**config.mk**
```make
export PLATFORM = sky130hd
export DESIGN_NAME = wdw_window
export DESIGN_NICKNAME = d
export VERILOG_FILES = /design/src/rtl/wdw_pkg.sv /design/src/rtl/wdw_sync.sv /design/src/rtl/wdw_trig_filter.sv /design/src/rtl/wdw_phase_fsm.sv /design/src/rtl/wdw_window.sv
export SDC_FILE = /design/constraint.sdc
export NUM_CORES = 1
export LEC_CHECK = 0
export BUFFER_PORTS_ARGS = -buffer_cell sky130_fd_sc_hd__buf_2
export CAP_MARGIN = 30
export CORE_ASPECT_RATIO = 0.5
export CORE_UTILIZATION = 50
export CTS_CLUSTER_DIAMETER = 30
export DETAILED_ROUTE_END_ITERATION = 16
export PLACE_DENSITY = 0.75
export SETUP_SLACK_MARGIN = 0.4
export SLEW_MARGIN = 15
export SYNTH_ARGS = -nofsm -noshare
export SYNTH_HDL_FRONTEND = slang
export SYNTH_HIERARCHICAL = 1
export SYNTH_SLANG_ARGS = --single-unit
```
**constraint.sdc**
```tcl
create_clock -name clk -period 2 [get_ports clk]
set_input_delay 0 -clock clk [delete_from_list [all_inputs] [get_ports clk]]
set_output_delay 0 -clock clk [all_outputs]
set_load 0.02 [all_outputs]
```
**src/rtl/wdw_pkg.sv**
```systemverilog
package wdw_pkg;

  typedef enum logic [2:0] {
    PH_RESET  = 3'd0,
    PH_LEAD   = 3'd1,
    PH_CLOSED = 3'd2,
    PH_OPEN   = 3'd3,
    PH_OFF    = 3'd4
  } wdw_phase_e;

  typedef enum logic [1:0] {
    CAUSE_NONE    = 2'd0,
    CAUSE_EARLY   = 2'd1,
    CAUSE_MISSING = 2'd2
  } wdw_cause_e;

  // Largest of the phase lengths, used to size the shared down counter.
  function automatic int unsigned longest(input int unsigned a, input int unsigned b,
                                          input int unsigned c, input int unsigned d,
                                          input int unsigned e);
    int unsigned m;
    m = a;
    if (b > m) m = b;
    if (c > m) m = c;
    if (d > m) m = d;
    if (e > m) m = e;
    return m;
  endfunction

endpackage

```
**src/rtl/wdw_sync.sv**
```systemverilog
module wdw_sync #(
  parameter logic RST_VAL = 1'b1
) (
  input  logic clk,
  input  logic rst_n,
  input  logic d,
  output logic q
);
  logic meta;

  always_ff @(posedge clk or negedge rst_n) begin
    if (!rst_n) begin
      meta <= RST_VAL;
      q    <= RST_VAL;
    end else begin
      meta <= d;
      q    <= meta;
    end
  end
endmodule

```
**src/rtl/wdw_trig_filter.sv**
```systemverilog
module wdw_trig_filter #(
  parameter int unsigned FILT_CLKS = 20
) (
  input  logic clk,
  input  logic rst_n,
  input  logic trig_s,
  output logic trig_evt
);
  localparam int unsigned RW = $clog2(FILT_CLKS + 1);

  logic [RW-1:0] run;
  logic          fired;
  logic          width_met;

  assign width_met = (run == RW'(FILT_CLKS - 1));

  always_ff @(posedge clk or negedge rst_n) begin
    if (!rst_n) begin
      run      <= '0;
      fired    <= 1'b0;
      trig_evt <= 1'b0;
    end else begin
      trig_evt <= 1'b0;
      if (trig_s) begin
        run   <= '0;
        fired <= 1'b0;
      end else if (!fired) begin
        if (width_met) begin
          trig_evt <= 1'b1;
          fired    <= 1'b1;
        end else begin
          run <= run + RW'(1);
        end
      end
    end
  end
endmodule

```
**src/rtl/wdw_phase_fsm.sv**
```systemverilog
module wdw_phase_fsm
  import wdw_pkg::*;
#(
  parameter int unsigned LEAD_TICKS   = 7895,
  parameter int unsigned CLOSED_TICKS = 1053,
  parameter int unsigned OPEN_TICKS   = 1105,
  parameter int unsigned PULSE_TICKS  = 204,
  parameter int unsigned POR_TICKS    = 204
) (
  input  logic       clk,
  input  logic       rst_n,
  input  logic       tick,
  input  logic       sleep,
  input  logic       trig_evt,
  input  logic       wake_fall,
  output wdw_phase_e phase,
  output wdw_cause_e cause,
  output logic       expire
);
  localparam int unsigned MAXL = longest(LEAD_TICKS, CLOSED_TICKS, OPEN_TICKS,
                                         PULSE_TICKS, POR_TICKS);
  localparam int unsigned CW   = $clog2(MAXL + 1);

  function automatic logic [CW-1:0] span(input int unsigned n);
    return CW'(n - 1);
  endfunction

  logic [CW-1:0] cnt;

  assign expire = tick && (cnt == '0);

  always_ff @(posedge clk or negedge rst_n) begin
    if (!rst_n) begin
      phase <= PH_RESET;
      cnt   <= span(POR_TICKS);
      cause <= CAUSE_NONE;
    end else if (sleep) begin
      phase <= PH_OFF;
      cnt   <= span(LEAD_TICKS);
    end else begin
      unique case (phase)
        PH_OFF: begin
          if (wake_fall) begin
            phase <= PH_LEAD;
            cnt   <= span(LEAD_TICKS);
          end
        end
        PH_RESET: begin
          if (expire) begin
            phase <= PH_LEAD;
            cnt   <= span(LEAD_TICKS);
          end else if (tick) begin
            cnt <= cnt - CW'(1);
          end
        end
        PH_LEAD, PH_OPEN: begin
          if (trig_evt) begin
            phase <= PH_CLOSED;
            cnt   <= span(CLOSED_TICKS);
          end else if (expire) begin
            phase <= PH_RESET;
            cnt   <= span(PULSE_TICKS);
            cause <= CAUSE_MISSING;
          end else if (tick) begin
            cnt <= cnt - CW'(1);
          end
        end
        PH_CLOSED: begin
          if (trig_evt) begin
            phase <= PH_RESET;
            cnt   <= span(PULSE_TICKS);
            cause <= CAUSE_EARLY;
          end else if (expire) begin
            phase <= PH_OPEN;
            cnt   <= span(OPEN_TICKS);
          end else if (tick) begin
            cnt <= cnt - CW'(1);
          end
        end
        default: begin
          phase <= PH_RESET;
          cnt   <= span(PULSE_TICKS);
        end
      endcase
    end
  end
endmodule

```
**src/rtl/wdw_window.sv**
```systemverilog
module wdw_window
  import wdw_pkg::*;
#(
  parameter int unsigned LEAD_TICKS   = 7895,
  parameter int unsigned CLOSED_TICKS = 1053,
  parameter int unsigned OPEN_TICKS   = 1105,
  parameter int unsigned PULSE_TICKS  = 204,
  parameter int unsigned POR_TICKS    = 204,
  parameter int unsigned FILT_CLKS    = 20
) (
  input  logic       clk,
  input  logic       rst_n,
  input  logic       tick,
  input  logic       trig_n,
  input  logic       sleep,
  input  logic       wake_n,
  output logic       res_n,
  output logic [2:0] phase,
  output logic [1:0] cause
);
  logic       trig_s;
  logic       trig_evt;
  logic       wake_s;
  logic       wake_d;
  logic       wake_fall;
  logic       expire;
  wdw_phase_e ph;
  wdw_cause_e cs;

  wdw_sync #(.RST_VAL(1'b1)) u_trig_sync (
    .clk(clk), .rst_n(rst_n), .d(trig_n), .q(trig_s)
  );

  wdw_sync #(.RST_VAL(1'b1)) u_wake_sync (
    .clk(clk), .rst_n(rst_n), .d(wake_n), .q(wake_s)
  );

  always_ff @(posedge clk or negedge rst_n) begin
    if (!rst_n) wake_d <= 1'b1;
    else        wake_d <= wake_s;
  end

  assign wake_fall = wake_d && !wake_s;

  wdw_trig_filter #(.FILT_CLKS(FILT_CLKS)) u_filt (
    .clk(clk), .rst_n(rst_n), .trig_s(trig_s), .trig_evt(trig_evt)
  );

  wdw_phase_fsm #(
    .LEAD_TICKS(LEAD_TICKS), .CLOSED_TICKS(CLOSED_TICKS), .OPEN_TICKS(OPEN_TICKS),
    .PULSE_TICKS(PULSE_TICKS), .POR_TICKS(POR_TICKS)
  ) u_fsm (
    .clk(clk), .rst_n(rst_n), .tick(tick), .sleep(sleep), .trig_evt(trig_evt),
    .wake_fall(wake_fall), .phase(ph), .cause(cs), .expire(expire)
  );

  assign phase = ph;
  assign cause = cs;
  assign res_n = (ph != PH_RESET);
endmodule

```
==> results by group <==
Pwr
  – Total Power: 1.840 mW
  – PwrDens: 765.0 nW/µm²
  – VDD IR max: 493.5 µV
  – Lkg Pwr: 0.9765 nW

Job
  – Max-cap violations: 0

Logic synthesis
  – Sequential cell area fraction in the yosys report: 44.08%
  – Synth warnings: 6
  – Top cells by area, synth: dfrtp_1, dfstp_2, a21oi_1
  – Mapped Cells: 193
  – Main combinational cell family by area after synthesis: simple AND/OR/NAND/NOR gates
  – Dominant cell type by area after synthesis: dfrtp_1
  – Post-Synth Adder-Cell Area: 1.445%
  – Syn avg cell area: 8.972 µm²
  – Post-synth cell types: 51
  – Mux cell area share after synthesis: 1.806%
  – Synth Area in Compound Gates: 22.69%
  – Synth Cell Area: 1732 µm²
  – Post-Synth Simple-Gate Area: 24.86%
  – Share of the synthesized area in the top cell type: 28.90%
  – Async SR Flop Fraction: 100.0%
  – EDFF count, synth: 0
  – Top FF cell, synth: dfrtp_1
  – Commonest cells in the synthesized netlist: dfrtp_1, nor2_1, a21oi_1, nand2_1, o21ai_0
  – Seq cells post-synth: 30
  – Post-Synth XOR/XNOR Area: 1.517%
  – Mapped Nets: 201

Clocking
  – TritonCTS clock tree: built
  – Clk sink count: 30
  – Clock buffer count from CTS: 5
  – Worst-skew pair later-pin latency: 0.30 ns
  – Deepest clock path buffer count: 2
  – Reg clk slew, reported paths: 0.08 ns
  – CTS root buf: clkbuf_8
  – H-tree lvl count: 2

Setup path
  – Startpoint types: flip-flop
  – R2R cell count: 5
  – Worst Setup Path Type: reg -> reg
  – Minimum setup slack among reg-to-reg paths: 0.05 ns
  – CP endpoint kind: flip-flop
  – Req. time, crit path: 2.18 ns
  – Worst Path Arrival: 2.13 ns
  – Worst R2R Start: u_fsm/cnt[5]
  – Worst r2r dst: u_fsm/cnt[10]
  – CP max FO: 3

Run status
  – Status: finished, final reports clean

Route
  – DRT Pass-1 Iters: 5
  – Vias: 1812
  – Wire length per cell: 19.37 µm
  – Drc violations: 0
  – Final WL: 5365 µm
  – 1st-iter DRT viols: 315
  – Via density: 6.542
  – Antenna viol nets, final: 0

Finish
  – P&R area growth vs syn: 38.87%
  – # nets final: 244
  – Share of cells above drive strength 1: 40.51%
  – ANT cells: 0
  – Post-route insts no fill: 277

Timing
  – Relative slew slack: 54.40%
  – Tcrit/Tclk final: 97.30%
  – Peak Freq: 0.5139 GHz
  – Final Slew Violations: 0
  – Endpoints failing setup: 0
  – Final Skew: 0.01423 ns
  – Min Clock Period, post-route: 1.946 ns
  – RSZ-0062 raised after global routing: yes
  – Final hold violations: 0
  – Worst slew pin tran: 0.6839 ns

Worst hold path
  – Hold Startpoint: sleep
  – Depth of the worst hold-timing path: 2
  – Hold EP: u_fsm/cnt[5]
  – Worst min path class: in -> reg

Placed design
  – IO buf count: 11
  – Final GP Congestion: 1.034
  – Post-DP HPWL: 3158 µm
  – Cells after DPL: 253

Floorplan
  – Initial Util: 54.92%
  – Die Y: 43.62 µm
  – Full die area: 3717 µm²
  – Die width: 85.23 µm
  – I/O Pins: 12
  – Core area: 3153 µm²
  – Rows: 14

Global route
  – Initial antenna violation count: 0
  – Largest net degree at the start of global routing: 31
  – Global route total overflow: 0
  – GRT Util Overall: 30.25%
  – Vias in the first global route: 1752
  – First-pass GRT wire length: 8286 µm
-- per-layer routing --
metal,routed length [µm],global-route usage (%),vias to the layer above,part of all wire (%)
li1,-,-,803,-
met1,2197,38.05,842,41
met2,2371,49.52,130,44
met3,530,8.190,37,9.9
met4,265,15.25,0,4.9
met5,0,0,-,0
-- registers in the layout, summed over array words and instances, names as in the netlist --
name              flops
u_trig_sync/meta      1
u_fsm/cnt            13
u_wake_sync/q         1
u_fsm/cause           2
u_trig_sync/q         1
u_filt/fired          1
u_filt/trig_evt       1
u_filt/run            5
wake_d                1
u_wake_sync/meta      1
u_fsm/phase           3
-- final cells by class --
cell class / instances / area, µm²
Timing Repair Buffer: 43 / 321.6
Inverter: 7 / 41.29
Clock buffer: 7 / 86.33
Tap cell: 40 / 50.05
Multi-Input combinational cell: 149 / 1112
Fill cell: 194 / 748.2
Sequential cell: 30 / 763.2
Clock inverter: 1 / 30.03
-- worst max-delay path by stage --
stage	from	end	slack (ns)	cells past startpoint
after floorplan	u_fsm/cnt[10]	u_fsm/cnt[10]	0.03	7
after global placement	u_fsm/cnt[7]	u_fsm/cnt[10]	0.04	5
after global routing	u_fsm/cnt[10]	u_fsm/cnt[2]	-0.01	7
after detailed placement	u_fsm/cnt[7]	u_fsm/cnt[10]	0.007	5
after CTS	u_fsm/cnt[4]	u_fsm/cnt[9]	0.11	6
final	u_fsm/cnt[5]	u_fsm/cnt[10]	0.05	5
-- power breakdown --
| part | switching, mW | total [mW] | internal (mW) |
|---|---|---|---|
| clock | 0.247 | 0.653 | 0.406 |
| combinational | 0.274 | 0.462 | 0.188 |
| sequential | 0.0487 | 0.725 | 0.676 |
| total | 0.570 | 1.84 | 1.27 |
-- layout by cell type (no fill, tap or decap), drive strengths merged, types with 3 or more instances in the layout --
| cell | Yosys | routed |
|---|---|---|
| nor2b | 8 | 8 |
| nor2 | 21 | 21 |
| dfstp | 10 | 10 |
| or2 | 5 | 5 |
| nand2b | 4 | 4 |
| nor3 | 6 | 6 |
| clkbuf | 5 | 7 |
| a21oi | 17 | 17 |
| or4 | 4 | 4 |
| dfrtp | 20 | 20 |
| or3 | 3 | 3 |
| inv | 6 | 6 |
| dlygate4sd3 | 0 | 3 |
| nand2 | 16 | 16 |
| nor4 | 7 | 7 |
| buf | 2 | 40 |
| a31oi | 4 | 4 |
| o21ai | 18 | 18 |
-- worst max-delay path, stage by stage (launching register included) --
cell	delay (ns)
dfrtp_1	0.40
or4_4	0.53
or2_4	0.30
nor3_4	0.13
xor2_1	0.10
a311o_1	0.36
-- repair_timing --
action | CTS | global route
endpoints found under the setup margin | 16 | 17
resized for setup | 20 | 24
buffers inserted | 9 | 4
endpoints found under the hold margin | 22 | 0
hold buffers | 3 | 0
pin swaps | 11 | 21
-- stage by stage --
stage	cell area (µm²)	utilization (%)	worst slack [ns]	hold WS (ns)	setup TNS (ns)
CTS	2258	71.63	0.1105	0.07704	0
detailed placement	1956	62.02	0.007394	0.07344	0
finish	2405	76.27	0.05404	0.1126	0
global placement	1956	62.02	0.04204	0.06212	0
floorplan	1765	-	0.02862	-0.2956	0
global route	2405	76.27	-0.009537	0.1297	-0.009537
-- kinds of logic (layout without fill, tap and decap cells) --
family,count (synthesis),in the layout
buffers and inverters,14,58
multiplexers,3,3
AO/OA/AOI/OAI,60,60
XOR/XNOR,3,3
flip-flops,30,30
AND/OR/NAND/NOR,81,81
adder cells (fa/ha/maj),2,2
(Power assumes the default switching activity.)
